`config.mk`:
```
export PLATFORM = sky130hd
export DESIGN_NAME = sec_bus_arbiter
export DESIGN_NICKNAME = d
export VERILOG_FILES = /design/src/rtl/sec_arb_pkg.sv /design/src/rtl/sec_arb_rr_pick.sv /design/src/rtl/sec_arb_sampler.sv /design/src/rtl/sec_arb_decide.sv /design/src/rtl/sec_bus_arbiter.sv
export SDC_FILE = /design/constraint.sdc
export NUM_CORES = 1
export LEC_CHECK = 0
export ABC_AREA = 1
export BUFFER_PORTS_ARGS = -buffer_cell sky130_fd_sc_hd__buf_2
export CAP_MARGIN = 20
export CORE_ASPECT_RATIO = 1.1
export CORE_MARGIN = 1.5
export CORE_UTILIZATION = 40
export DETAILED_ROUTE_END_ITERATION = 7
export PLACE_DENSITY = 0.65
export SYNTH_ARGS = -nofsm -noshare
export SYNTH_HDL_FRONTEND = slang
export SYNTH_SLANG_ARGS = --single-unit
```
`constraint.sdc`:
```
create_clock -name clk -period 9.2 [get_ports clk]
set_input_delay 0.46 -clock clk [delete_from_list [all_inputs] [get_ports clk]]
set_output_delay 0.46 -clock clk [all_outputs]
set_load 0.01 [all_outputs]
```
`src/rtl/sec_arb_pkg.sv`:
```
package sec_arb_pkg;

  // Client count used as the default everywhere
  localparam int unsigned ARB_CLIENTS_DFLT = 7;

  // Which tier produced the current decision
  typedef enum logic [1:0] {
    TIER_NONE = 2'd0,
    TIER_HI   = 2'd1,
    TIER_LO   = 2'd2
  } tier_e;

endpackage

```
`src/rtl/sec_arb_rr_pick.sv`:
```
// Rotating first-hit search: returns the first candidate after `last`.
module sec_arb_rr_pick #(
  parameter int unsigned WIDTH = 8
) (
  input  logic [WIDTH-1:0]                        cand,
  input  logic [((WIDTH > 1) ? $clog2(WIDTH) : 1)-1:0] last,
  output logic                                    hit,
  output logic [((WIDTH > 1) ? $clog2(WIDTH) : 1)-1:0] pick
);
  localparam int unsigned IW = (WIDTH > 1) ? $clog2(WIDTH) : 1;

  logic [IW-1:0] slot;

  // Walk from the farthest slot to the nearest; the nearest hit is written last.
  always_comb begin
    hit  = 1'b0;
    pick = '0;
    slot = '0;
    for (int k = WIDTH; k >= 1; k--) begin
      slot = IW'((int'(last) + k) % WIDTH);
      if (cand[slot]) begin
        hit  = 1'b1;
        pick = slot;
      end
    end
  end

endmodule

```
`src/rtl/sec_arb_sampler.sv`:
```
// Registers the requests and the bus-idle condition ahead of the decision.
module sec_arb_sampler #(
  parameter int unsigned N = 7
) (
  input  logic         clk,
  input  logic         rst_n,
  input  logic [N-1:0] req_n,
  input  logic         frame_n,
  input  logic         irdy_n,
  output logic [N-1:0] req_q,
  output logic         idle_q
);

  always_ff @(posedge clk or negedge rst_n) begin
    if (!rst_n) begin
      req_q  <= '0;
      idle_q <= 1'b0;
    end else begin
      req_q  <= ~req_n;
      idle_q <= frame_n & irdy_n;
    end
  end

endmodule

```
`src/rtl/sec_arb_decide.sv`:
```
// Two-tier winner selection: high class rotation with one extra slot for the low group.
module sec_arb_decide
  import sec_arb_pkg::*;
#(
  parameter int unsigned N = 7
) (
  input  logic [N-1:0]                          req_q,
  input  logic [N-1:0]                          cfg_hi,
  input  logic [N-1:0]                          cfg_mask,
  input  logic [$clog2(N+1)-1:0]                hi_ptr,
  input  logic [((N > 1) ? $clog2(N) : 1)-1:0]  lo_ptr,
  output tier_e                                 tier,
  output logic [$clog2(N+1)-1:0]                hi_pick,
  output logic [((N > 1) ? $clog2(N) : 1)-1:0]  win
);
  localparam int unsigned SLOTS = N + 1;
  localparam int unsigned SIW   = $clog2(SLOTS);
  localparam int unsigned CIW   = (N > 1) ? $clog2(N) : 1;

  logic [N-1:0]     eff_req;
  logic [N-1:0]     hi_req;
  logic [N-1:0]     lo_req;
  logic [SLOTS-1:0] slot_req;
  logic             hi_hit;
  logic             lo_hit;
  logic [CIW-1:0]   lo_pick;

  assign eff_req  = req_q & ~cfg_mask;
  assign hi_req   = eff_req & cfg_hi;
  assign lo_req   = eff_req & ~cfg_hi;
  assign slot_req = {|lo_req, hi_req};

  sec_arb_rr_pick #(.WIDTH(SLOTS)) u_hi_pick (
    .cand (slot_req),
    .last (hi_ptr),
    .hit  (hi_hit),
    .pick (hi_pick)
  );

  sec_arb_rr_pick #(.WIDTH(N)) u_lo_pick (
    .cand (lo_req),
    .last (lo_ptr),
    .hit  (lo_hit),
    .pick (lo_pick)
  );

  always_comb begin
    if (!hi_hit) begin
      tier = TIER_NONE;
      win  = '0;
    end else if (hi_pick == SIW'(N) && lo_hit) begin
      tier = TIER_LO;
      win  = lo_pick;
    end else begin
      tier = TIER_HI;
      win  = CIW'(hi_pick);
    end
  end

endmodule

```
`src/rtl/sec_bus_arbiter.sv`:
```
// Secondary-side bus arbiter with two priority classes, masking, parking and bypass.
module sec_bus_arbiter
  import sec_arb_pkg::*;
#(
  parameter int unsigned N = ARB_CLIENTS_DFLT
) (
  input  logic         clk,
  input  logic         rst_n,
  input  logic         arb_en,
  input  logic [N-1:0] req_n,
  input  logic         frame_n,
  input  logic         irdy_n,
  input  logic [N-1:0] cfg_hi,
  input  logic [N-1:0] cfg_mask,
  input  logic         ext_gnt_n,
  output logic [N-1:0] gnt_n,
  output logic         ext_req_n,
  output logic         host_gnt_n
);
  localparam int unsigned SIW = $clog2(N + 1);
  localparam int unsigned CIW = (N > 1) ? $clog2(N) : 1;

  logic [N-1:0]   req_q;
  logic           idle_q;
  logic [N-1:0]   gnt_q;
  logic [N-1:0]   gnt_nxt;
  logic [SIW-1:0] hi_ptr;
  logic [CIW-1:0] lo_ptr;
  logic [SIW-1:0] hi_pick;
  logic [CIW-1:0] win;
  tier_e          tier;
  logic           handover;

  sec_arb_sampler #(.N(N)) u_sampler (
    .clk     (clk),
    .rst_n   (rst_n),
    .req_n   (req_n),
    .frame_n (frame_n),
    .irdy_n  (irdy_n),
    .req_q   (req_q),
    .idle_q  (idle_q)
  );

  sec_arb_decide #(.N(N)) u_decide (
    .req_q    (req_q),
    .cfg_hi   (cfg_hi),
    .cfg_mask (cfg_mask),
    .hi_ptr   (hi_ptr),
    .lo_ptr   (lo_ptr),
    .tier     (tier),
    .hi_pick  (hi_pick),
    .win      (win)
  );

  // Decision point: nobody holds, holder released, or bus sampled idle
  assign handover = ~|gnt_q | ~|(gnt_q & req_q) | idle_q;

  always_comb begin
    gnt_nxt      = '0;
    gnt_nxt[win] = 1'b1;
  end

  always_ff @(posedge clk or negedge rst_n) begin
    if (!rst_n) begin
      gnt_q  <= '0;
      hi_ptr <= SIW'(N);
      lo_ptr <= CIW'(N - 1);
    end else if (!arb_en) begin
      gnt_q <= '0;
    end else if (handover) begin
      gnt_q <= gnt_nxt;
      case (tier)
        TIER_HI: hi_ptr <= hi_pick;
        TIER_LO: begin
          hi_ptr <= SIW'(N);
          lo_ptr <= win;
        end
        default: ;
      endcase
    end
  end

  assign gnt_n      = ~gnt_q;
  assign ext_req_n  = arb_en ? 1'b1 : req_n[0];
  assign host_gnt_n = arb_en ? gnt_n[0] : ext_gnt_n;

endmodule

```
==> results.sh <==
export IMPL_status="finished clean"
export IMPL_finalSetupViolCount=0
export IMPL_grt_max_degree=22
export IMPL_clk_path_buf_depth=2
export IMPL_path_class="flip-flop to flip-flop"
export IMPL_ys_types=40
export IMPL_cts_root_buf="clkbuf_8"
export IMPL_syn_area_sq_um=3570
export IMPL_cts_setup_buffers=0
export IMPL_fillers=924
export IMPL_cpPeakStageDelay_ps=820
export IMPL_initial_utilization=0.420
export IMPL_crit_path_start_kind="flip-flop"
export IMPL_wl_per_cell_um=12.6
export IMPL_regArea_sq_um=532
export IMPL_syn_inst=629
export IMPL_grt_pass1_wl_um=16500
export IMPL_path_clk_slew_ps=70
export IMPL_drive_gt1_frac=0.155
export IMPL_hold_buffers=0
export IMPL_grt_overflow=0
export IMPL_yosys_top_cells_area="nand2_1 (24%), nand3_1 (12%), dfrtp_1 (11%), inv_1 (11%), ha_1 (8.1%)"
export IMPL_layout_setup_ws_ps=4450
export IMPL_drv_cap=0
export IMPL_synth_main_ff_cell="dfrtp_1"
export IMPL_fin_tns_setup_ps=0
export IMPL_endpoint_kind="flip-flop"
export IMPL_synthTopCellsByCount="nand2_1 (231), inv_1 (100), nand3_1 (88), nor2_1 (24), ha_1 (23)"
export IMPL_die_height_um=102
export IMPL_cts_buffers=3
export IMPL_drt_initial_drc_count=229
export IMPL_max_slew_margin=0.513
export IMPL_hold_viol=0
export IMPL_placementRows=35
export IMPL_crit_slowest_cell="dfrtp_1"
export IMPL_cp_required_ps=9410
export IMPL_synth_edf_count=0
export IMPL_htreeDepth=1
export IMPL_ys_seq_elements=21
export IMPL_cp_top_family="simple AND/OR/NAND/NOR gates"
export IMPL_multi_input_area_sq_um=2570
export IMPL_path_buf_inv=2
export IMPL_yosysMostFrequentCell="nand2_1"
export IMPL_gp_congestion=0.941
export IMPL_nets=710
export IMPL_io_buffers=35
export IMPL_ant_nets=0
export IMPL_fin_crit_ps=4750
export IMPL_dr_total_vias=3995
export IMPL_post_route_drc_count=0
export IMPL_tightest_slew_ps=731
export IMPL_ys_warnings_count=0
export IMPL_grt_usage=0.214
export IMPL_fp_coreArea_sq_um=8500
export IMPL_hold_path_class="input port to async pin"
export IMPL_place_ws_ps=4490
export IMPL_clock_latency_ps=260
export IMPL_synth_top_area_cell="nand2_1"
export IMPL_fmax_mhz=211
export IMPL_antenna_found_initial=0
export IMPL_fin_crit_sh=0.516
export IMPL_io_pins=36
export IMPL_dp_hpwl_um=8010
export IMPL_synth_top_area_share=0.243
export IMPL_cp_max_fo=21
export IMPL_num_antenna_cells=0
export IMPL_first_global_vias=3702
export IMPL_dieArea_sq_um=9490
export IMPL_die_w_um=93.0
export IMPL_wl_um=9740
export IMPL_dr_pass1_iters=5
export IMPL_cts_resized=0
export IMPL_finClkSkew_ps=4.43
export IMPL_tritoncts="done"
export IMPL_syn_nets=679
export IMPL_ys_async_sr_fraction=1.00
export IMPL_rsz0062_at_grt="no"
export IMPL_via_per_inst=5.19
export IMPL_area_delta_synth_final_pct=8.53
export IMPL_seq_area_frac_synth=0.149
export IMPL_cts_sinks=21
export IMPL_avgSynthCellArea_sq_um=5.67
export IMPL_maxSlewViolCount=0
export IMPL_cp_arrival_ps=4950
export IMPL_ff2ff_path_depth=22
export IMPL_crit_chain="inv_1 -> ha_1 -> inv_2 -> ha_1 -> ha_1 -> nor3_1 -> nand3_1 -> o21ai_1 -> nand3_1 -> nand3_1 -> nand2_1 -> nand3_1 -> nand2_1 -> nor2_1 -> nand3_2 -> nand3_2 -> nor2_4 -> nand2_2 -> nand2_4 -> nor2_2 -> nand2_1 -> nand2_1"
export IMPL_cp_num_cells=22
-- placed cells by master, fill, tap and decap left out, drive strengths merged --
master	count
nor2	28
dfstp	5
inv	108
nand3	101
nor4	1
xnor2	2
clkinv	1
a31o	1
mux2i	2
a22o	1
or2	2
nand4	3
dfrtp	16
xor2	5
clkbuf	4
a21oi	20
a41oi	1
nor3	5
buf	35
nand2	255
a21boi	1
o211ai	5
o21ai	31
o2111ai	1
a31oi	2
ha	23
-- kinds of logic after synthesis --
family / count (synthesis) / synth area share
AOI/OAI and AO/OA: 63 / 0.108
xor gates and xnor gates: 7 / 0.0172
adders and majority gates: 23 / 0.0807
buffers and inverters: 118 / 0.130
DFF: 21 / 0.149
muxes: 2 / 0.00561
and+or+nand+nor: 395 / 0.509
-- per-stage QoR --
stage                     instances   util  cell area [sq um]  hold slack, ps
final                           770  0.456               3870             152
after global placement          766  0.450               3820             437
after global routing            770  0.456               3870             193
after floorplan                 629      -               3570             164
after CTS                       770  0.456               3870             158
after detailed placement        766  0.450               3820             442
-- area by class of cell --
cell class,count,area share
multi-input combinational,490,0.664
timing repair buffer,35,0.0453
clock buffer,4,0.0116
tap,111,0.0359
inverter,109,0.106
sequential,21,0.137
-- metal layers --
| layer | track usage | vias to the layer above | share of wire |
|---|---|---|---|
| li1 | - | 2046 | - |
| met2 | 0.376 | 122 | 0.46 |
| met1 | 0.280 | 1809 | 0.47 |
| met5 | 0 | - | 0 |
| met3 | 0.00967 | 18 | 0.048 |
| met4 | 0.0758 | 0 | 0.024 |
-- flip-flops by register name, indices dropped and copies added, names as in the netlist --
name              count
u_sampler.req_q       7
gnt_q                 7
lo_ptr                3
u_sampler.idle_q      1
hi_ptr                3
-- path summary, 6_finish.rpt --
| check | from | endpoint | slack [ps] |
|---|---|---|---|
| min in group clk | req_n[1] | u_sampler.req_q[1] | 330 |
| max in group asynchronous | rst_n | hi_ptr[0] | 8690 |
| min | rst_n | u_sampler.idle_q | 150 |
| max | lo_ptr[0] | gnt_q[3] | 4450 |
| max reg2reg | lo_ptr[0] | gnt_q[3] | 4450 |
| min reg2reg | gnt_q[5] | gnt_q[5] | 510 |
Power is left out: the tool's default activity adds up to more than one toggle a clock period on the data nets, which glitch-free logic cannot reach.
